<file path="config.mk">
export PLATFORM = sky130hd
export DESIGN_NAME = supv_reset_gen
export DESIGN_NICKNAME = d
export VERILOG_FILES = /design/src/rtl/supv_pkg.sv /design/src/rtl/supv_hold_dp.sv /design/src/rtl/supv_hold_ctl.sv /design/src/rtl/supv_reset_gen.sv
export SDC_FILE = /design/constraint.sdc
export NUM_CORES = 1
export LEC_CHECK = 0
export ABC_AREA = 1
export BUFFER_PORTS_ARGS = -buffer_cell sky130_fd_sc_hd__buf_4
export CAP_MARGIN = 20
export CORE_UTILIZATION = 32
export DETAILED_ROUTE_END_ITERATION = 10
export REMOVE_ABC_BUFFERS = 1
export SLEW_MARGIN = 20
export SYNTH_ARGS = -nofsm -noshare
export SYNTH_HDL_FRONTEND = slang
export SYNTH_SLANG_ARGS = --single-unit
</file>
<file path="constraint.sdc">
create_clock -name clk -period 2.8 [get_ports clk]
set_clock_uncertainty 0.05 [all_clocks]
set_input_delay 0.56 -clock clk [delete_from_list [all_inputs] [get_ports clk]]
set_output_delay 0.56 -clock clk [all_outputs]
set_load 0.005 [all_outputs]
</file>
<file path="src/rtl/supv_pkg.sv">
package supv_pkg;
  // strobes from the control FSM to the hold counter datapath
  typedef struct packed {
    logic clrCnt;
    logic incCnt;
  } holdStrobe_t;
endpackage

</file>
<file path="src/rtl/supv_hold_dp.sv">
module supv_hold_dp
  import supv_pkg::*;
#(
  parameter int HOLD_TICKS = 610
) (
  input  logic        clk,
  input  logic        rstN,
  input  holdStrobe_t strobe,
  output logic        holdDone
);
  localparam int CNT_W = $clog2(HOLD_TICKS + 1);
  localparam logic [CNT_W-1:0] LAST_CNT = CNT_W'(HOLD_TICKS - 1);

  logic [CNT_W-1:0] holdCnt;

  always_ff @(posedge clk or negedge rstN) begin
    if (!rstN) begin
      holdCnt <= '0;
    end else if (strobe.clrCnt) begin
      holdCnt <= '0;
    end else if (strobe.incCnt) begin
      holdCnt <= holdCnt + 1'b1;
    end
  end

  // true when the next counted tick completes the hold window
  assign holdDone = (holdCnt == LAST_CNT);
endmodule

</file>
<file path="src/rtl/supv_hold_ctl.sv">
module supv_hold_ctl
  import supv_pkg::*;
(
  input  logic        clk,
  input  logic        rstN,
  input  logic        reqAny,
  input  logic        tickEn,
  input  logic        holdDone,
  output holdStrobe_t strobe,
  output logic        holding
);
  logic finishHold;

  assign finishHold = holding && tickEn && holdDone && !reqAny;

  always_comb begin
    strobe.clrCnt = reqAny || finishHold;
    strobe.incCnt = holding && tickEn && !reqAny && !holdDone;
  end

  always_ff @(posedge clk or negedge rstN) begin
    if (!rstN) begin
      holding <= 1'b1;
    end else if (reqAny) begin
      holding <= 1'b1;
    end else if (finishHold) begin
      holding <= 1'b0;
    end
  end
endmodule

</file>
<file path="src/rtl/supv_reset_gen.sv">
module supv_reset_gen
  import supv_pkg::*;
#(
  parameter int HOLD_TICKS = 610
) (
  input  logic clk,
  input  logic rstN,
  input  logic tickEn,
  input  logic pwrGood,
  input  logic manualReq,
  input  logic wdogExpire,
  output logic resetHi,
  output logic resetLo,
  output logic resetActive
);
  if (HOLD_TICKS < 250 || HOLD_TICKS > 1000) begin : gBadHold
    $error("HOLD_TICKS out of range 250..1000");
  end

  holdStrobe_t strobe;
  logic        holdDone;
  logic        holding;
  logic        reqAny;

  assign reqAny = !pwrGood || manualReq || wdogExpire;

  supv_hold_ctl u_ctl (
    .clk     (clk),
    .rstN    (rstN),
    .reqAny  (reqAny),
    .tickEn  (tickEn),
    .holdDone(holdDone),
    .strobe  (strobe),
    .holding (holding)
  );

  supv_hold_dp #(.HOLD_TICKS(HOLD_TICKS)) u_dp (
    .clk     (clk),
    .rstN    (rstN),
    .strobe  (strobe),
    .holdDone(holdDone)
  );

  // power failure bypasses every register
  assign resetHi     = holding || !pwrGood;
  assign resetLo     = !resetHi;
  assign resetActive = resetHi;
endmodule

</file>
Yosys cells after proc, flatten, opt, wreduce, memory -nomap -nowiden:

Index checks and enable logic that the tools add are counted.

* bits in registers: 11
* output and inout port bits: 3
* latch bits: 0
* RAM bits: 0
* memories kept: 0
* memory bits (read-only): 0
* word-level logic and storage cells: 23
* input bits: 6

* bitwise operators: 0
* eq/ne operators: 1
* mux-type cells: 4
* add/subtract/negate cells: 1
* reductions and logical operators: 15
* multiply operators: 0
* shift-type cells: 0
* divide/modulo/power cells: 0
* magnitude comparators: 0

Operator list (count)
* $mux W10: 2
* $add A10 B1 Y10 const B: 1
* $eq A10 B10 Y1 const B: 1
* $logic_and A1 B1 Y1: 5
* $logic_not A1 Y1: 4
* $logic_or A1 B1 Y1: 4
* $reduce_bool A2 Y1: 2
* $mux W1: 2

Longest topological paths before layout:

Gate-level depths: netlist of the first run.

* depth in word-level cells: 8
* depth in mapped cells: 8
* gate-level depth less buffers: 7

By module:

From an unflattened synthesis of the first run, not the netlist that was laid out.

* cells, all modules: 99
* area, all modules: 711.9 um^2

Modules (own cells, without submodules)
* supv_hold_dp: cells an instance 84, area each 618.1 um^2, instances 1
* supv_hold_ctl: cells an instance 8, area each 60.1 um^2, instances 1
* supv_reset_gen: cells an instance 7, area each 33.8 um^2, instances 1

Least setup slack after synthesis of the first run:

OpenSTA, ideal clock, no wires.

* path kind: input to output
* start: input pwrGood
* end: output resetHi
* arrival: 0.944 ns
* slack: 1.246 ns
* path buffers: 1
* stages on the path: 4
* path through: inv_1 > nor2_1 > inv_1 > buf_4

* longest elaborated chain between the ends: 2

RTL lines
* from (decl): line supv_reset_gen.sv:9 `input logic pwrGood,`
* $logic_not A1 Y1: line supv_reset_gen.sv:45 `assign resetHi = holding || !pwrGood;`
* $logic_or A1 B1 Y1: line supv_reset_gen.sv:45
* to (decl): line supv_reset_gen.sv:12 `output logic resetHi,`

No other way between the ends.

Final worst setup path of the first run:

* start: register u_ctl.holding
* end: output resetHi

* longest elaborated chain between the ends: 1

RTL lines
* from (decl): line supv_hold_ctl.sv:10 `output logic holding`
* from (signal assigned): line supv_hold_ctl.sv:23 `holding <= 1'b1;`
* from (signal assigned): line supv_hold_ctl.sv:25 `holding <= 1'b1;`
* from (signal assigned): line supv_hold_ctl.sv:27 `holding <= 1'b0;`
* $logic_or A1 B1 Y1: line supv_reset_gen.sv:45

No other way between the ends.

==> results.py, run 1 <==
metrics = {
    "run": {
        "maxCapViolCount": 0,
    },
    "final_layout": {
        "nFillCells": 206,
        "n_antenna_cell": 0,
        "final-seq-area_um2": 277,
        "multi_input_area_um2": 340,
        "nNetsFinal": 120,
        "fin_cells": 138,
        "drive_gt1_share_pct": 16.2,
        "final_util_pct": 40.0,
        "syn_to_final_growth_pct": 14.3,
    },
    "die": {
        "dieArea_um2": 2400,
        "rows": 16,
        "num_io_pins": 9,
        "die_w_um": 49,
        "core_area_um2": 2020,
        "start_util_pct": 35.0,
        "fp.dieH_um": 49,
    },
    "clocking": {
        "post_cts_buffers": 0,
        "cts_max_path_buffers": 2,
        "cts_resized": 0,
        "ctsHoldBuffers": 0,
        "h-tree-depth": 1,
        "cts_root_buf": "clkbuf_4",
        "cts_sinks": 11,
        "clk_pin_slew_ps": 70,
        "cts_tree": "done",
        "clock_latency_ps": 270,
        "cts_buffers": 3,
    },
    "logic_synthesis": {
        "yosysWarnings": 0,
        "synth-seq-cells": 11,
        "synth_area_um2": 707,
        "synthDistinctLibCells": 17,
        "avgSynthCellArea_um2": 7.00,
        "synthCells": 101,
        "ys_seq_area_share_pct": 39.1,
    },
    "global_routing": {
        "grt_start_max_net_pins": 14,
        "grt_use_total_pct": 13.0,
        "grt_pass1_vias": 570,
        "grt-ovfl-total": 0,
        "antenna_found_initial": 0,
        "grt_pass1_wl_um": 2350,
    },
    "sta": {
        "holdWs_ps": 60.4,
        "rsz0062_at_grt": "no",
        "drv_slew": 0,
        "worst_slew_pin_slew_ps": 246,
        "final-setup-viol-count": 0,
        "max_freq_mhz": 607,
        "max_slew_margin_pct": 83.6,
        "period_needed_ps": 1650,
        "hold_viol": 0,
        "setup-tns-final_ps": 0,
        "period_share_pct": 58.9,
    },
    "critical_path": {
        "cp-end-kind": "primary output",
        "crit_arrival_ps": 1040,
        "cp.required_ps": 2190,
        "crit_type": "register to primary output",
        "cp_max_fo": 3,
        "start_kind": "register",
    },
    "pwr": {
        "leakage_nw": 0.417,
        "powerDensity_nw_per_um2": 354,
        "peakVddDrop_mv": 0.171,
        "power.internal_w": 0.000222,
        "clkPwrFrac_pct": 37.1,
        "comb_power_share_pct": 6.7,
        "p_sw_w": 0.0000636,
        "swShare_pct": 22.2,
        "seq_power_share_pct": 56.2,
    },
    "worst_hold_path": {
        "hold_class": "input port to asynchronous set/reset pin",
    },
    "placed_design": {
        "dp_hpwl_um": 984,
        "gp_congestion": 0.786,
        "place_inst": 134,
        "port-buffer-count": 8,
    },
    "detailed_routing": {
        "antenna_left": 0,
        "dr.pass1.iters": 4,
        "drc": 0,
        "wl_per_cell_um": 9.31,
        "drtIter0Drc": 17,
        "wl_um": 1290,
        "via_count": 618,
        "viasPerCell": 4.48,
    },
    "run_status": {
        "status": "finished, final reports clean",
    },
}
==> kinds of logic (layout without fill, tap and decap cells) <==
group,after synthesis,count (layout),share of synthesized area (%)
compound gates,1,1,1.24
xor+xnor,4,4,4.96
fa+ha+maj,2,2,3.54
buf+inv,21,31,12.7
flops,11,11,39.1
simple gates,62,62,38.4
==> cell type report <==
cell class | count | share of cell area (%)
inverter | 19 | 8.82
timing repair buffer | 8 | 7.43
multi-input combinational | 69 | 42.1
clock buffer | 4 | 3.25
tap | 27 | 4.18
sequential | 11 | 34.2
==> registers in the layout, summed over array words and instances, names as in the netlist <==
| signal | count |
|---|---|
| u_ctl.holding | 1 |
| u_dp.holdCnt | 10 |
==> power groups by stage <==
stage | clock network (W) | logic, W | registers, W
3_3_place_gp | 0 | 0.0000195 | 0.000164
5_1_grt | 0.000121 | 0.0000222 | 0.000161
3_5_place_dp | 0 | 0.0000197 | 0.000164
4_1_cts | 0.000113 | 0.0000198 | 0.000161
6_report | 0.000106 | 0.0000192 | 0.000161
2_1_floorplan | 0 | 0.00000898 | 0.000164
==> layer usage <==
layer	share of wire, %	vias up	track usage [%]	wire length, µm
met4	0	0	8.33	0
li1	-	327	-	-
met2	45	13	17.4	573
met3	4.7	0	5.30	60
met5	0	-	0	0
met1	51	278	17.0	651
==> synth_stat cells <==
library cell	number	area, µm²
a21oi_2	1	8.76
buf_4	1	7.51
buf_6	1	11.3
dfrtp_1	10	250
dfstp_2	1	26.3
ha_1	2	25.0
inv_1	18	67.6
inv_2	1	3.75
nand2_1	28	105
nand3_1	4	20.0
nand3_2	1	10.0
nand3b_1	1	7.51
nand4_1	6	37.5
nor2_1	18	67.6
nor2_2	3	18.8
nor3_1	1	5.00
xor2_1	4	35.0
==> stage by stage <==
stage / total power, W / instance area (µm²) / worst slack [ps]
floorplan: 0.000173 / 688 / 1370
global placement: 0.000183 / 782 / 1210
detailed placement: 0.000183 / 782 / 1180
CTS: 0.000293 / 808 / 1140
global route: 0.000304 / 808 / 1100
finish: 0.000286 / 808 / 1150
==> worst paths after layout <==
path | start | end | slack [ps] | cells past startpoint
setup / recovery | u_ctl.holding | resetHi | 1150 | 3
max in group asynchronous | rstN | u_ctl.holding | 2420 | 1
setup reg to reg | u_ctl.holding | u_dp.holdCnt[4] | 1460 | 5
min in group clk | u_ctl.holding | u_ctl.holding | 430 | 2
hold reg to reg | u_ctl.holding | u_ctl.holding | 430 | 2
hold / removal | rstN | u_dp.holdCnt[9] | 60 | 1
==> worst max-delay path, cell delays in order (launching register included) <==
cell and delay [ps]:
dfstp_2 550, nor2_1 60, inv_1 60, buf_4 100
==> layout by cell type, fill, tap and decap left out, drive strengths merged, types with 2 or more instances in the layout <==
cell type,instances
dfrtp,10
xor2,4
nand4,6
nand3,5
clkbuf,4
ha,2
nor2,21
nand2,28
inv,19
buf,8
Note: power is estimated with default switching activity, not from simulation.
==> inputs of run 2 (changes only) <==
clock period = 1.7 ns   (was 2.8 ns; I/O delays follow)
==> results.py, run 2 (synthesis results as in run 1) <==
metrics = {
    "sta": {
        "period_share_pct": 84.6,
        "rsz0062_at_grt": "no",
        "period_needed_ps": 1440,
        "max_freq_mhz": 696,
        "max_slew_margin_pct": 83.2,
        "final-setup-viol-count": 0,
        "drv_slew": 0,
        "worst_slew_pin_slew_ps": 252,
        "setup-tns-final_ps": 0,
        "hold_viol": 0,
        "fin_ws_ps": 263,
    },
    "detailed_routing": {
        "wl_per_cell_um": 9.73,
        "wl_um": 1350,
        "via_count": 612,
        "viasPerCell": 4.40,
        "dr.pass1.iters": 4,
        "antenna_left": 0,
        "drc": 0,
        "drtIter0Drc": 11,
    },
    "final_layout": {
        "nNetsFinal": 121,
        "mostFrequentLayoutCell": "nand2_1",
        "most-common-layout-cells": "nand2_1, inv_1, nor2_1",
        "n_antenna_cell": 0,
        "drive_gt1_share_pct": 16.1,
        "top_regs": "u_dp.holdCnt (10), u_ctl.holding (1)",
        "largest_register_ffs": 10,
        "top_register": "u_dp.holdCnt",
        "syn_to_final_growth_pct": 15.8,
    },
    "pwr": {
        "peakVddDrop_mv": 0.337,
        "p_sw_w": 0.000114,
        "power.internal_w": 0.000368,
        "powerDensity_nw_per_um2": 589,
        "leakage_nw": 0.421,
        "comb_power_share_pct": 6.9,
        "seq_power_share_pct": 54.9,
        "swShare_pct": 23.6,
        "clkPwrFrac_pct": 38.2,
    },
    "critical_path": {
        "cp_slowest_cell": "dfstp_2",
        "crit_type": "register to primary output",
        "cp_max_fo": 3,
        "cp-end-kind": "primary output",
        "rrSetupSlack_ps": 370,
        "ff2ff_path_depth": 6,
        "cpPeakStageDelay_ps": 550,
        "path_delay_family": "flip-flops",
        "path_depth": 3,
        "cp.required_ps": 1310,
        "timing.rr.end": "u_dp.holdCnt[7]",
        "start_kind": "register",
        "path_cells": "nor2_1 > inv_1 > buf_4",
        "cp-startpoint": "u_ctl.holding",
        "reg2reg_from": "u_ctl.holding",
        "crit_arrival_ps": 1050,
        "critPathBufInv": 2,
    },
    "global_routing": {
        "grt_pass1_vias": 578,
        "grt-ovfl-total": 0,
        "antenna_found_initial": 0,
        "grt_pass1_wl_um": 2430,
        "grt_use_total_pct": 13.3,
        "grt_start_max_net_pins": 14,
    },
    "placed_design": {
        "port-buffer-count": 8,
        "place_ws_ps": 341,
        "dp_hpwl_um": 1000,
        "gp_congestion": 0.774,
    },
    "die": {
        "rows": 16,
        "start_util_pct": 35.0,
        "num_io_pins": 9,
        "die_w_um": 49,
        "core_area_um2": 2020,
        "dieArea_um2": 2400,
        "fp.dieH_um": 49,
    },
    "run": {
        "maxCapViolCount": 0,
    },
    "clocking": {
        "cts_sinks": 11,
        "cts_max_path_buffers": 2,
        "clk_pin_slew_ps": 70,
        "cts_root_buf": "clkbuf_4",
        "cts_buffers": 3,
        "post_cts_buffers": 0,
        "ctsHoldBuffers": 1,
        "clock_latency_ps": 280,
        "h-tree-depth": 1,
        "cts_tree": "done",
        "cts_resized": 0,
    },
    "worst_hold_path": {
        "hold_class": "input port to asynchronous set/reset pin",
    },
    "run_status": {
        "status": "finished, final reports clean",
    },
}
## run 2: cell count changes in the layout (fill, tap and decap cells not counted), sizes merged
cell	before	now
dlygate4sd3	0	1
## run 2: per-stage QoR
step	area, µm²	hold WS, ps	cells	utilization, %	total power (W)
CTS	818	378	139	40.5	0.000490
floorplan	688	-5.59	99	-	0.000284
finish	818	376	139	40.5	0.000482
global route	818	383	139	40.5	0.000503
detailed placement	782	135	134	38.7	0.000302
global placement	782	134	134	38.7	0.000302
## run 2: cell type report
type	instances	area [µm²]
fillers	215	1200
multi-input cells	69	340
flip-flops and latches	11	277
inverters	19	71.3
repair buffers	9	70.1
well taps	27	33.8
clock buffers	4	26.3
## run 2: power groups by stage
stage / clock [W] / combinational [W] / sequential, W
after floorplan: 0 / 0.0000148 / 0.000269
after global placement: 0 / 0.0000322 / 0.000270
after detailed placement: 0 / 0.0000325 / 0.000270
after CTS: 0.000191 / 0.0000344 / 0.000265
after global routing: 0.000200 / 0.0000389 / 0.000265
final: 0.000184 / 0.0000334 / 0.000265
## run 2: worst max path at each step
stage	endpoint	slack, ps
floorplan	u_dp.holdCnt[2]	510
global placement	u_dp.holdCnt[4]	340
detailed placement	u_dp.holdCnt[7]	340
CTS	resetHi	260
global route	resetHi	200
finish	resetHi	260
## run 2: worst register-to-register path: stages (launching register included)
cell and delay, ps:
dfstp_2 550, nand2_1 90, nand3_2 210, nand3b_1 130, nand2_1 70, nand2_1 50, nor2_1 100
## run 2: per-layer routing
layer	vias up	share of wire, %	GRT usage (%)
li1	328	-	-
met1	265	48	16.7
met2	17	45	20.6
met3	2	5.8	5.30
met4	0	0.96	4.41
met5	-	0	0
==> inputs of run 3 (changes only) <==
clock period = 1.5 ns   (was 1.7 ns; I/O delays follow)
==> results.py, run 3 (synthesis results as in run 1) <==
metrics = {
    "final_layout": {
        "n_antenna_cell": 0,
        "syn_to_final_growth_pct": 15.9,
        "drive_gt1_share_pct": 17.0,
        "top_regs": "u_dp.holdCnt (10), u_ctl.holding (1)",
        "final-seq-area_um2": 278,
        "nFillCells": 219,
        "mostFrequentLayoutCell": "nand2_1",
        "multi_input_area_um2": 340,
        "most-common-layout-cells": "nand2_1, inv_1, nor2_1",
        "nNetsFinal": 121,
        "top_register": "u_dp.holdCnt",
        "fin_cells": 139,
        "largest_register_ffs": 10,
    },
    "die": {
        "die_w_um": 49,
        "start_util_pct": 35.0,
        "rows": 16,
        "fp.dieH_um": 49,
        "core_area_um2": 2020,
        "dieArea_um2": 2400,
        "num_io_pins": 9,
    },
    "critical_path": {
        "cp_slowest_cell": "dfstp_2",
        "cp.required_ps": 1150,
        "cp-end-kind": "primary output",
        "cp_max_fo": 3,
        "cpPeakStageDelay_ps": 550,
        "path_cells": "nor2_1 > inv_1 > buf_4",
        "start_kind": "register",
        "crit_type": "register to primary output",
        "crit_arrival_ps": 1060,
    },
    "run": {
        "maxCapViolCount": 0,
    },
    "clocking": {
        "cts_buffers": 3,
        "cts_max_path_buffers": 2,
        "h-tree-depth": 1,
        "cts_tree": "done",
        "clk_pin_slew_ps": 80,
        "clock_latency_ps": 280,
        "cts_root_buf": "clkbuf_4",
        "cts_sinks": 11,
    },
    "detailed_routing": {
        "antenna_left": 0,
        "drtIter0Drc": 9,
        "via_count": 619,
        "viasPerCell": 4.45,
        "wl_per_cell_um": 9.97,
        "drc": 0,
        "dr.pass1.iters": 4,
        "wl_um": 1390,
    },
    "pwr": {
        "leakage_nw": 0.420,
        "powerDensity_nw_per_um2": 679,
        "peakVddDrop_mv": 0.235,
    },
    "global_routing": {
        "grt_pass1_vias": 594,
        "gr-usage-met1_pct": 16.2,
        "use_met2_pct": 21.3,
        "grt_use_total_pct": 13.4,
        "antenna_found_initial": 0,
        "top_usage_layer": "met2",
        "met3_usage_pct": 1.87,
        "grt_pass1_wl_um": 2440,
        "grt-ovfl-total": 0,
        "grt_start_max_net_pins": 14,
    },
    "sta": {
        "final-setup-viol-count": 0,
        "max_freq_mhz": 709,
        "max_slew_margin_pct": 83.0,
        "period_needed_ps": 1410,
        "rsz0062_at_grt": "no",
        "drv_slew": 0,
        "setup-tns-final_ps": 0,
        "hold_viol": 0,
        "worst_slew_pin_slew_ps": 255,
        "period_share_pct": 94.1,
    },
    "placed_design": {
        "gp_congestion": 0.801,
        "place_inst": 134,
        "dp_hpwl_um": 994,
        "port-buffer-count": 8,
    },
    "run_status": {
        "status": "finished, final reports clean",
    },
    "worst_hold_path": {
        "hold_class": "input port to asynchronous set/reset pin",
    },
}
-- run 3: cell types whose count changed in the layout (fill, tap and decap cells not counted) --
cell / change
dfrtp_1: -1
dfrtp_2: +1
-- run 3: through the flow --
stage	setup slack (ps)	hold WS, ps	power, W	cell area (µm²)	util (%)
6_report	88.8	328	0.000556	820	40.5
5_1_grt	14.3	342	0.000583	820	40.5
4_1_cts	71.4	325	0.000567	818	40.5
3_5_place_dp	143	96.8	0.000343	782	38.7
3_3_place_gp	169	94.5	0.000342	782	38.7
2_1_floorplan	312	-45.6	0.000322	688	-
-- run 3: metal layers --
metal | routed length [µm] | vias up | part of all wire, %
li1 | - | 325 | -
met4 | 52 | 0 | 3.8
met5 | 0 | - | 0
met3 | 38 | 5 | 2.7
met1 | 712 | 277 | 51
met2 | 583 | 12 | 42
-- run 3: final cells by class --
| type | count | area share (%) |
|---|---|---|
| flip-flops and latches | 11 | 33.9 |
| inverters | 19 | 8.70 |
| well taps | 27 | 4.12 |
| repair buffers | 9 | 8.55 |
| multi-input cells | 69 | 41.5 |
| clock buffers | 4 | 3.21 |
-- run 3: final timing paths --
path	from	endpoint	slack (ps)	depth (start not counted)
max	u_ctl.holding	resetActive	90	3
min	rstN	u_dp.holdCnt[9]	330	2
max reg2reg	u_dp.holdCnt[0]	u_dp.holdCnt[3]	160	6
min reg2reg	u_ctl.holding	u_ctl.holding	430	2
max in group asynchronous	rstN	u_ctl.holding	850	2
min in group clk	wdogExpire	u_ctl.holding	340	5
-- run 3: timing repair --
action,in CTS,in global routing
gates resized for setup,0,1
setup endpoints to repair,0,1
hold endpoints to repair,11,0
hold buffers,1,0
setup buffers,0,0
-- run 3: critical path: cells and delay by family, from the launching register on --
kind,cells,cell delay (ps)
flops,1,550
buf+inv,2,180
simple gates,1,60
-- run 3: power breakdown --
group / leakage (nW) / total [W] / switching, W / internal (W)
clock network: 0.0150 / 0.000218 / 0.000115 / 0.000103
registers: 0.148 / 0.000300 / 0.00000206 / 0.000298
logic: 0.257 / 0.0000379 / 0.0000221 / 0.0000158
total: 0.420 / 0.000556 / 0.000139 / 0.000417
